$ cat src/rtl/ext_irq_pkg.sv
// Package: shared register layout and widths for the external interrupt latch.
// Assumes an 8-bit register port; bit positions are decoded by software.
package ext_irq_pkg;
    localparam int REG_W    = 8;
    localparam int BIT_MODE = 0;   // 1 = edge plus low level
    localparam int BIT_MASK = 1;   // 1 = request held off the CPU
    localparam int BIT_ACK  = 2;   // write-only acknowledge
    localparam int BIT_STAT = 3;   // read-only pending status
endpackage

$ cat src/rtl/irq_pin_sync.sv
// Brings the asynchronous pin into the clock domain and flags falling edges.
// Assumes: the chain has no reset and tracks the pin during reset, so a reset
// lasting at least SYNC_STAGES+1 cycles leaves no false edge at release.
module irq_pin_sync #(
    parameter int SYNC_STAGES = 2
) (
    input  logic clk,
    input  logic pin_n,
    output logic pin_sync,   // synchronized level
    output logic pin_prev,   // synchronized level one cycle older
    output logic pin_fall    // high for one cycle after a 1->0 transition
);
    logic [SYNC_STAGES-1:0] chain_q;
    logic                   prev_q;

    // Shift the pin through the synchronizer stages.
    generate
        if (SYNC_STAGES == 1) begin : g_one
            always_ff @(posedge clk) chain_q <= pin_n;
        end else begin : g_many
            always_ff @(posedge clk) chain_q <= {chain_q[SYNC_STAGES-2:0], pin_n};
        end
    endgenerate

    // Keep the previous synchronized sample for edge comparison.
    always_ff @(posedge clk) prev_q <= chain_q[SYNC_STAGES-1];

    assign pin_sync = chain_q[SYNC_STAGES-1];
    assign pin_prev = prev_q;
    assign pin_fall = prev_q & ~chain_q[SYNC_STAGES-1];
endmodule

$ cat src/rtl/irq_ctl_reg.sv
// Control/status register: mode and mask storage, acknowledge pulse, readback.
// Assumes one write per cycle; the acknowledge bit is never stored.
module irq_ctl_reg
    import ext_irq_pkg::*;
(
    input  logic             clk,
    input  logic             rst_n,
    input  logic             wr_en,
    input  logic [REG_W-1:0] wdata,
    input  logic             status,
    output logic             mode_bit,
    output logic             mask_bit,
    output logic             sw_ack,
    output logic [REG_W-1:0] rdata
);
    logic mode_q, mask_q;

    // Store the mode and mask bits on a write.
    always_ff @(posedge clk) begin
        if (!rst_n) begin
            mode_q <= 1'b0;
            mask_q <= 1'b0;
        end else if (wr_en) begin
            mode_q <= wdata[BIT_MODE];
            mask_q <= wdata[BIT_MASK];
        end
    end

    // Build the read word; the acknowledge bit always reads zero.
    always_comb begin
        rdata           = '0;
        rdata[BIT_MODE] = mode_q;
        rdata[BIT_MASK] = mask_q;
        rdata[BIT_STAT] = status;
    end

    assign mode_bit = mode_q;
    assign mask_bit = mask_q;
    assign sw_ack   = wr_en & wdata[BIT_ACK];
endmodule

$ cat src/rtl/irq_pend_ctrl.sv
// Pending latch and request composition.
// A fall sets the latch and an acknowledge clears it; a fall wins a tie.
// In level mode a low synchronized pin also holds the request, so clearing
// needs both the acknowledge and a high pin, in either order.
module irq_pend_ctrl (
    input  logic clk,
    input  logic rst_n,
    input  logic pin_fall,
    input  logic pin_prev,
    input  logic ack,
    input  logic mode_bit,
    input  logic mask_bit,
    output logic status,
    output logic cpu_req
);
    logic pend_q;

    // Set on a fall, clear on an acknowledge, the fall taking priority.
    always_ff @(posedge clk) begin
        if (!rst_n)        pend_q <= 1'b0;
        else if (pin_fall) pend_q <= 1'b1;
        else if (ack)      pend_q <= 1'b0;
    end

    // Combine the latch with the level term, then gate with the mask.
    assign status  = pend_q | (mode_bit & ~pin_prev);
    assign cpu_req = status & ~mask_bit;
endmodule

$ cat src/rtl/ext_irq_latch.sv
// Top: external interrupt latch with its control/status register.
// Assumes: vec_ack is a single-cycle strobe in the clk domain; rst_n is synchronous.
module ext_irq_latch
    import ext_irq_pkg::*;
#(
    parameter int SYNC_STAGES = 2
) (
    input  logic             clk,
    input  logic             rst_n,
    input  logic             irq_pin_n,
    input  logic             vec_ack,
    input  logic             reg_wr_en,
    input  logic [REG_W-1:0] reg_wdata,
    output logic [REG_W-1:0] reg_rdata,
    output logic             cpu_irq_req
);
    logic pin_sync, pin_prev, pin_fall;
    logic mode_bit, mask_bit, sw_ack, ack_any, pend_status;

    irq_pin_sync #(.SYNC_STAGES(SYNC_STAGES)) u_sync (
        .clk      (clk),
        .pin_n    (irq_pin_n),
        .pin_sync (pin_sync),
        .pin_prev (pin_prev),
        .pin_fall (pin_fall)
    );

    irq_ctl_reg u_reg (
        .clk      (clk),
        .rst_n    (rst_n),
        .wr_en    (reg_wr_en),
        .wdata    (reg_wdata),
        .status   (pend_status),
        .mode_bit (mode_bit),
        .mask_bit (mask_bit),
        .sw_ack   (sw_ack),
        .rdata    (reg_rdata)
    );

    // Merge the hardware and software acknowledges into one clear request.
    assign ack_any = vec_ack | sw_ack;

    irq_pend_ctrl u_pend (
        .clk      (clk),
        .rst_n    (rst_n),
        .pin_fall (pin_fall),
        .pin_prev (pin_prev),
        .ack      (ack_any),
        .mode_bit (mode_bit),
        .mask_bit (mask_bit),
        .status   (pend_status),
        .cpu_req  (cpu_irq_req)
    );
endmodule

$ cat config.mk
export PLATFORM = sky130hd
export DESIGN_NAME = ext_irq_latch
export DESIGN_NICKNAME = d
export VERILOG_FILES = /design/src/rtl/ext_irq_pkg.sv /design/src/rtl/irq_pin_sync.sv /design/src/rtl/irq_ctl_reg.sv /design/src/rtl/irq_pend_ctrl.sv /design/src/rtl/ext_irq_latch.sv
export SDC_FILE = /design/constraint.sdc
export NUM_CORES = 1
export LEC_CHECK = 0
export ABC_AREA = 1
export BUFFER_PORTS_ARGS = -buffer_cell sky130_fd_sc_hd__buf_2
export CAP_MARGIN = 15
export CORE_AREA = 2 2 39 41
export CTS_CLUSTER_SIZE = 10
export DETAILED_ROUTE_END_ITERATION = 6
export DIE_AREA = 0 0 41 43
export GPL_ROUTABILITY_DRIVEN = 0
export PLACE_DENSITY = 0.61
export SYNTH_ARGS = -nofsm -noshare
export SYNTH_HDL_FRONTEND = slang
export SYNTH_SLANG_ARGS = --single-unit
$ cat constraint.sdc
create_clock -name clk -period 0.82 [get_ports clk]
set_clock_uncertainty 0.2 [all_clocks]
set_input_delay 0.041 -clock clk [delete_from_list [all_inputs] [get_ports clk]]
set_output_delay 0.041 -clock clk [all_outputs]
set_load 0.05 [all_outputs]
==> results by group, run 1 <==
Run status
  • Status: finished, violations left
  • Failing checks: negative hold slack, negative setup slack

Power and ir drop
  • Comb pwr share: a little over a quarter
  • Sw frac: 31.7%
  • Clock power share: between 30% and 40%
  • Cell area power density: 1940 nW/um2
  • NetSw: approximately 260 uW
  • Pleak: 0.000214 uW
  • Int Pwr: ~550 uW
  • Peak VDD IR: 0.772 mV
  • Reg power frac: about two fifths

Synth
  • Seq cells post-synth: 6
  • Syn Area/Cell: 7.95 um2
  • Yosys warns: 0
  • Largest family of logic cells by synthesized area: buffers and inverters
  • Register area share after synthesis: 44.4%
  • Top cell type by total area after synthesis: dfxtp_1
  • Post-synth top area share: between 40% and 50%
  • Post-Synth Adder-Cell Area: 0%
  • Top cells by area, synth: dfxtp_1, buf_4, inv_1
  • XOR/XNOR share of the synthesized area: 0%
  • Post-synth cell types: 10
  • Mux cell area share after synthesis: 0%
  • Synth Area in Simple Gates: between 10% and 20%
  • Compound-gate portion of the synthesized area: ~8.8%
  • Synth Instances: 34
  • Mapped cell area: 270 um2

Global routing
  • Initial antenna violation count: 0
  • Global Route Usage Sum: 7.34%
  • Largest net degree at the start of global routing: 5
  • First-pass GRT wire length: 807 um
  • Grt total ovfl: 0
  • Vias in the first global route: roughly 220

Drt
  • First-pass iteration count of the detailed router: 2
  • Initial DRC count: 3
  • Detail Route Antenna Nets: 0
  • Final wirelength: 466 um
  • DRC viols: 0
  • Drt wl/cell: 7.28 um
  • Vias: roughly 230
  • Via density: about 3.6

Final layout
  • Share of cells above drive strength 1: 58.3%
  • Final net count: 63
  • Final Instance Area: about 420 um2
  • Most common cell after layout, fill and taps aside: buf_2
  • Most frequent cells in the layout: buf_2, conb_1, inv_1, nor2_1
  • Ant diodes: 0
  • Final Util: around 30%
  • Area growth, synth to finish: 55.1%

Floorplan
  • Initial Utilization: between 10% and 20%
  • Io pins: 22
  • Rows: 14
  • Die Y-Extent: 43 um
  • Die Wd: approximately 41 um
  • Full die area: 1760 um2
  • Core area: roughly 1400 um2

Setup path
  • Crit path max fanout: 2
  • Reg2reg start: u_reg.mask_bit
  • Reg2Reg Depth: 3
  • Worst setup SP type: flip-flop
  • Worst Path Required: roughly 0.58 ns
  • Reg2reg setup slack: -0.11 ns
  • R2R Path End: u_reg.mask_bit
  • Setup crit end kind: output port
  • WS Path Type: reg -> out
  • Critical path arrival: around 0.94 ns

Clocking
  • CTS max path bufs: 2
  • CTS tree: built
  • H-tree levels: 1
  • Clock Latency Late Sink: 0.24 ns
  • Clk sinks: 6
  • Hold-fix buffers, CTS: 1
  • Root Buffer: clkbuf_4
  • Reg clk slew, reported paths: around 0.04 ns
  • CTS buffer count: 3

Min path
  • Hold Path Stages: 3
  • Hold wc startpoint: reg_wdata[0]
  • Worst Hold End: u_reg.mode_bit
  • Worst Hold Class: in -> reg

Timing
  • Fin crit period: 1.18 ns
  • Final setup violation count: 7
  • Fmax achieved: about 850 MHz
  • Final Hold Fails: 3
  • Final Max Tran Viols: 0
  • Setup TNS: -1.36 ns
  • RSZ-0062 raised after global routing: true
  • Final WS setup: -0.363 ns
  • Hold slack: -0.167 ns
  • Final Cycle Share: 144%

Place
  • Placed Area: 332 um2
  • # port buffers: 11
  • Dpl hpwl: 351 um

Job
  • Max_cap viols: 0
-- cells in the mapped netlist --
cell type,instances
buf_4,8
conb_1,1
nand3_2,1
a21oi_1,1
a21oi_2,1
nor2_1,4
nand2_1,4
dfxtp_1,6
inv_1,6
o21ai_0,2
-- flip-flops by register name (all words and copies together), names as in the netlist --
signal           cells
u_sync.chain_q       2
u_pend.pend_q        1
u_reg.mask_bit       1
u_reg.mode_bit       1
u_sync.pin_prev      1
-- kinds of logic (layout without fill, tap and decap cells) --
| family | Yosys count | after routing |
|---|---|---|
| other | 1 | 5 |
| buffers and inverters | 14 | 24 |
| AND/OR/NAND/NOR | 9 | 9 |
| flip-flops | 6 | 6 |
| AO/OA/AOI/OAI | 4 | 4 |
-- worst max-delay path by stage --
stage | start | endpoint | cells after the start
2_1_floorplan | u_sync.pin_prev | cpu_irq_req | 3
3_3_place_gp | u_sync.pin_prev | cpu_irq_req | 4
3_5_place_dp | u_sync.pin_prev | cpu_irq_req | 4
4_1_cts | u_sync.pin_prev | cpu_irq_req | 4
5_1_grt | u_sync.pin_prev | cpu_irq_req | 4
6_report | u_sync.pin_prev | cpu_irq_req | 4
-- worst max-delay path: stages (launching register included) --
cell and delay, ns:
dfxtp_2 0.31, inv_2 0.04, nand2_2 0.06, a21oi_4 0.13, buf_8 0.16
-- power by group through the flow --
stage | logic (uW) | clock network [uW] | registers (uW)
global placement | 178 | 0 | 327
CTS | 209 | 278 | 324
floorplan | 172 | 0 | 326
global route | 239 | 302 | 326
detailed placement | 179 | 0 | 328
finish | 223 | 265 | 324
-- cell type report --
class / instances / area, um2
timing repair buffer: 15 / 124
tap: 16 / 20.0
fill: 150 / 965
clock buffer: 3 / 22.5
multi-input combinational: 18 / 104
sequential: 6 / 126
inverter: 6 / 22.5
-- per-layer routing --
layer  up-vias  wire (um)  global-route usage [%]
met4         0          0                    4.00
li1        115          -                       -
met3         0         47                    6.28
met1       101        173                    5.48
met5         -          0                       0
met2        12        245                    11.9
-- stage by stage --
| stage | hold WS, ns | setup slack [ns] | total power [uW] | std cells |
|---|---|---|---|---|
| final | -0.167 | -0.363 | 812 | 64 |
| after global routing | -0.152 | -0.420 | 867 | 64 |
| after CTS | -0.181 | -0.376 | 811 | 63 |
| after detailed placement | -0.0550 | -0.219 | 507 | 59 |
| after global placement | -0.0557 | -0.216 | 504 | 59 |
| after floorplan | -0.131 | -0.161 | 499 | 38 |
-- what timing repair did --
item,4_1_cts,5_1_grt
hold endpoints to repair,4,3
gates resized for setup,15,3
pin swaps,3,0
endpoints found under the setup margin,7,7
buffers inserted,0,1
Note: power is estimated with default switching activity, not from simulation.
==> run 2, diff against run 1 <==
--- a/config.mk
+++ b/config.mk
@@ -13,7 +13,6 @@
 export DETAILED_ROUTE_END_ITERATION = 6
 export DIE_AREA = 0 0 41 43
 export GPL_ROUTABILITY_DRIVEN = 0
-export PLACE_DENSITY = 0.61
 export SYNTH_ARGS = -nofsm -noshare
 export SYNTH_HDL_FRONTEND = slang
 export SYNTH_SLANG_ARGS = --single-unit
==> run 2 against run 1 <==
The flow still finishes with violations (negative hold slack, negative setup slack). Clock power about the same. Fmax decreased by 0.71%. Non-clock buffer count unchanged. Critical path depth decreased by 1. Via count increased by 2.2%. Register-to-register slack got worse by 0.10 ns. First-iteration DRC count increased by 130%. Final area increased by 4.2%. Wire length increased by 2.4%. Critical path type unchanged. Largest power group unchanged.
==> results by group, run 2 (synthesized netlist as in run 1, its figures left out) <==
Run status
  • Status: finished, violations left
  • Failing checks: negative hold slack, negative setup slack

Drt
  • Vias: between 200 and 250
  • Via density: roughly 3.6
  • First-pass iteration count of the detailed router: 4
  • Initial DRC count: 7
  • Drt wl/cell: ~7.5 um
  • DRC viols: 0
  • Detail Route Antenna Nets: 0
  • Final wirelength: ~480 um

Final layout
  • Max reg flops: 2
  • Ant diodes: 0
  • Area growth, synth to finish: 61.6%
  • Share of cells above drive strength 1: 60.4%
  • Most frequent cells in the layout: buf_2, conb_1, inv_1, nor2_1
  • Final Instance Area: roughly 440 um2
  • Top reg by flops: u_sync.chain_q
  • Most common cell after layout, fill and taps aside: buf_2
  • Final net count: 63

Floorplan
  • Initial Utilization: between 10% and 20%
  • Rows: 14
  • Full die area: 1760 um2
  • Die Wd: ~41 um
  • Die Y-Extent: around 43 um
  • Io pins: 22
  • Core area: roughly 1400 um2

Timing
  • Final Hold Fails: 3
  • Final Max Tran Viols: 0
  • Fmax achieved: 839 MHz
  • RSZ-0062 raised after global routing: true
  • Setup TNS: -1.39 ns
  • Final WS setup: -0.371 ns
  • Fin crit period: 1.19 ns
  • Hold slack: -0.193 ns
  • Final Cycle Share: 145%
  • Final setup violation count: 6

Clocking
  • CTS tree: built
  • CTS max path bufs: 2
  • CTS buffer count: 3
  • Hold-fix buffers, CTS: 1
  • Clk sinks: 6
  • Reg clk slew, reported paths: ~0.04 ns
  • Clock Latency Late Sink: around 0.24 ns
  • Root Buffer: clkbuf_4
  • H-tree levels: 1

Global routing
  • Initial antenna violation count: 0
  • First-pass GRT wire length: roughly 840 um
  • Grt total ovfl: 0
  • Largest net degree at the start of global routing: 5
  • Global Route Usage Sum: 7.44%
  • Vias in the first global route: 220

Setup path
  • Crit path max fanout: 2
  • Reg2reg setup slack: -0.21 ns
  • Worst setup SP type: flip-flop
  • Critical path arrival: 0.95 ns
  • WS Path Type: reg -> out
  • Setup crit end kind: output port
  • Worst Path Required: roughly 0.58 ns

Place
  • # port buffers: 11
  • Placed Area: around 330 um2

Power and ir drop
  • Cell area power density: 1870 nW/um2
  • Peak VDD IR: roughly 0.9 mV
  • Pleak: 0.000222 uW

Job
  • Max_cap viols: 0

Min path
  • Worst Hold Class: in -> reg
run 2: cell counts in the layout (fill, tap and decap cells not counted):
Identical to the previous run, type by type.
run 2: path summary, 6_finish.rpt:
check / from / to / cells past startpoint
max: u_pend.pend_q / cpu_irq_req / 3
min: reg_wdata[0] / u_reg.mode_bit / 3
min reg2reg: u_sync.chain_q[0] / u_sync.chain_q[1] / 0
max reg2reg: u_reg.mode_bit / u_reg.mode_bit / 4
run 2: repair_timing:
item                                    4_1_cts  5_1_grt
gates resized for setup                      16        8
cloned                                        0        0
setup buffers                                 2        0
hold endpoints to repair                      4        3
endpoints found under the setup margin        7        7
pin swaps                                     2        2
run 2: final cells by class:
type | count | area [um2]
Timing Repair Buffer | 15 | 131
Tap cell | 16 | 20.0
Sequential cell | 6 | 129
Multi-Input combinational cell | 18 | 111
Clock buffer | 3 | 22.5
Fill cell | 157 | 947
Inverter | 6 | 22.5
run 2: routing by layer:
metal	wire, um	global-route usage [%]	part of all wire (%)	up-vias
li1	-	-	-	115
met1	190	6.80	40	100
met2	228	10.9	48	18
met3	58	6.28	12	0
met4	0	4.00	0	0
met5	0	0	0	-
run 2: worst max-delay path: stages (launching register included):
cell     delay, ns
dfxtp_1       0.34
inv_2         0.06
a21oi_4       0.14
buf_6         0.17
run 2: through the flow:
step / setup slack, ns / util (%) / std cells / total power [uW]
final: -0.371 / 31.6 / 64 / 819
after global routing: -0.423 / 31.6 / 64 / 881
after CTS: -0.380 / 30.3 / 65 / 824
after detailed placement: -0.227 / 24.0 / 59 / 507
after global placement: -0.216 / 24.0 / 59 / 505
after floorplan: -0.161 / - / 38 / 499
run 2: power breakdown:
part	internal, uW	switching, uW
Clock	165	97.2
Combinational	85.0	147
Sequential	309	15.1
Total	559	259
==> run 3, diff against run 2 <==
--- a/config.mk
+++ b/config.mk
@@ -5,7 +5,6 @@
 export SDC_FILE = /design/constraint.sdc
 export NUM_CORES = 1
 export LEC_CHECK = 0
-export ABC_AREA = 1
 export BUFFER_PORTS_ARGS = -buffer_cell sky130_fd_sc_hd__buf_2
 export CAP_MARGIN = 15
 export CORE_AREA = 2 2 39 41
==> run 3 against run 2 <==
The flow still finishes with violations (negative hold slack, negative setup slack). Total power down 4.1%. Wire length down 12%. Synthesized cell count down 24%. Combinational power down 13%. Worst setup slack worse by 0.076 ns. Die area unchanged. Global-route usage down 1.2 points. Sequential cell count unchanged. Cell count down 13%. Critical path depth up 1. Non-clock buffer count unchanged. Count of clock-buffer cells in the layout unchanged.
==> results by group, run 3 <==
Job
  • Max_cap viols: 0

Global routing
  • Initial antenna violation count: 0
  • Vias in the first global route: approximately 180
  • Grt total ovfl: 0
  • Global Route Usage Sum: around 6.2%
  • First-pass GRT wire length: 634 um
  • Largest net degree at the start of global routing: 4

Power and ir drop
  • Sw frac: between 20 and 30%
  • Peak VDD IR: slightly above 0.6 mV
  • Comb pwr share: 25.6%
  • NetSw: around 230 uW
  • Pleak: ~0.0002 uW
  • Int Pwr: roughly 550 uW
  • Reg power frac: a little over 40%
  • Cell area power density: roughly 2000 nW/um2
  • Clock power share: about a third
  • Total power: approximately 800 uW

Run status
  • Status: finished, violations left
  • Failing checks: negative hold slack, negative setup slack

Final layout
  • Ant diodes: 0
  • Top reg by flops: u_sync.chain_q
  • Most frequent cells in the layout: buf_2, conb_1, clkbuf_4, buf_6, dfxtp_1
  • Area of the multi-input gates: 97.6 um2
  • Share of cells above drive strength 1: ~53%
  • Final net count: 55
  • Reg area: roughly 130 um2
  • Area growth, synth to finish: 47.9%
  • Most common cell after layout, fill and taps aside: buf_2
  • Max reg flops: 2
  • # fillers: 150

Synth
  • Post-synth ARST share: 0%
  • Post-Synth Adder-Cell Area: 0%
  • Post-synth top area share: between 40% and 50%
  • Mux cell area share after synthesis: under 10%
  • Top cells by area, synth: dfxtp_1, buf_4, mux2i_1
  • Post-synth EDFFs: 0
  • Post-synth cell types: 12
  • Top cell type by total area after synthesis: dfxtp_1
  • Syn Area/Cell: between 10 and 15 um2
  • Seq cells post-synth: 6
  • Synth Instances: 26
  • Top-count cell post-synth: buf_4
  • Mapped cell area: ~270 um2
  • Yosys warns: 0
  • Compound-gate portion of the synthesized area: about 5.6%
  • Synth Area in Simple Gates: 16.4%
  • Largest family of logic cells by synthesized area: buffers and inverters
  • Register area share after synthesis: 45.1%
  • Top cells by count, synth: buf_4, dfxtp_1, mux2i_1, nor2b_1
  • XOR/XNOR share of the synthesized area: 0%
  • Synth Flop Type: dfxtp_1

Clocking
  • CTS max path bufs: 2
  • Reg clk slew, reported paths: 0.04 ns
  • Hold-fix buffers, CTS: 1
  • CTS buffer count: 3
  • CTS tree: built
  • Root Buffer: clkbuf_4
  • H-tree levels: 1
  • Clk sinks: 6
  • Clock Latency Late Sink: around 0.24 ns

Timing
  • Final Cycle Share: 155%
  • Final WS setup: -0.447 ns
  • Final Hold Fails: 3
  • Fin crit period: about 1.3 ns
  • Final setup violation count: 6
  • Hold slack: -0.152 ns
  • RSZ-0062 raised after global routing: true
  • Fmax achieved: slightly below 800 MHz
  • Final Max Tran Viols: 0

Drt
  • First-pass iteration count of the detailed router: 1
  • Via density: about 3.3
  • Initial DRC count: 0
  • Detail Route Antenna Nets: 0
  • Vias: between 150 and 200
  • Drt wl/cell: about 7.5 um
  • DRC viols: 0
  • Final wirelength: about 420 um

Setup path
  • Critical path arrival: between 1 and 1.5 ns
  • Crit path max fanout: 2
  • Worst setup SP type: flip-flop
  • Setup crit end kind: output port
  • Reg2Reg Depth: 4
  • WS Path Type: reg -> out
  • Worst Path Required: slightly below 0.6 ns

Min path
  • Hold Path Stages: 2
  • Worst Hold Class: in -> reg

Place
  • Pre-CTS WS: -0.266 ns
  • # port buffers: 11

Floorplan
  • Initial Utilization: between 10% and 20%
  • Rows: 14
  • Core area: 1380 um2
  • Die Y-Extent: between 40 and 50 um
  • Io pins: 22
  • Die Wd: about 40 um
  • Full die area: approximately 1800 um2
==> run 3: path summary, 6_finish.rpt <==
| check | from | to | slack (ns) |
|---|---|---|---|
| max | u_sync.pin_prev | reg_rdata[3] | -0.45 |
| min | rst_n | u_reg.mask_bit | -0.15 |
| max reg2reg | u_reg.mode_bit | u_reg.mode_bit | -0.22 |
| min reg2reg | u_sync.chain_q[0] | u_sync.chain_q[1] | 0.12 |
==> run 3: metrics by stage <==
stage	utilization (%)	cell area [um2]	hold slack (ns)	std cells	setup TNS [ns]
2_1_floorplan	-	283	-0.131	30	-0.265
3_3_place_gp	22.1	305	-0.0552	50	-0.653
4_1_cts	26.9	373	-0.159	54	-1.44
6_report	28.5	394	-0.152	56	-1.64
5_1_grt	28.5	394	-0.132	56	-1.93
3_5_place_dp	22.1	305	-0.0554	50	-0.681
==> run 3: repair_timing <==
action,CTS,global route
setup endpoints to repair,7,7
resized for setup,12,3
setup buffers,0,2
pin swaps,0,1
cloned,0,0
hold endpoints to repair,4,3
==> run 3: cell type report <==
class | count | share of cell area, %
repair buffers | 15 | 31.4
well taps | 16 | 5.08
flip-flops and latches | 6 | 32.1
inverters | 1 | 0.952
multi-input cells | 15 | 24.8
clock buffers | 3 | 5.71
==> run 3: cells by family (layout without fill, tap and decap cells) <==
| family | Yosys count | after routing |
|---|---|---|
| buf+inv | 9 | 19 |
| flops | 6 | 6 |
| simple gates | 6 | 6 |
| compound gates | 2 | 2 |
| mux | 2 | 2 |
| other cells | 1 | 5 |
==> run 3: power by group through the flow <==
stage | Sequential [uW] | Clock (uW) | Combinational, uW
floorplan | 322 | 0 | 157
global placement | 323 | 0 | 161
detailed placement | 324 | 0 | 163
CTS | 319 | 287 | 186
global route | 320 | 305 | 212
finish | 319 | 265 | 201
==> run 3: critical path, cell delays in order, from the launching register on <==
cell and delay, ns:
dfxtp_2 0.32, inv_1 0.03, a21o_1 0.16, buf_4 0.13, buf_6 0.14
==> run 3: routing by layer <==
metal | routed length, um | vias to the layer above | GRT usage (%)
met5 | 0 | - | 0
li1 | - | 96 | -
met3 | 61 | 0 | 7.85
met1 | 159 | 75 | 4.87
met4 | 0 | 0 | 4.00
met2 | 202 | 13 | 8.13
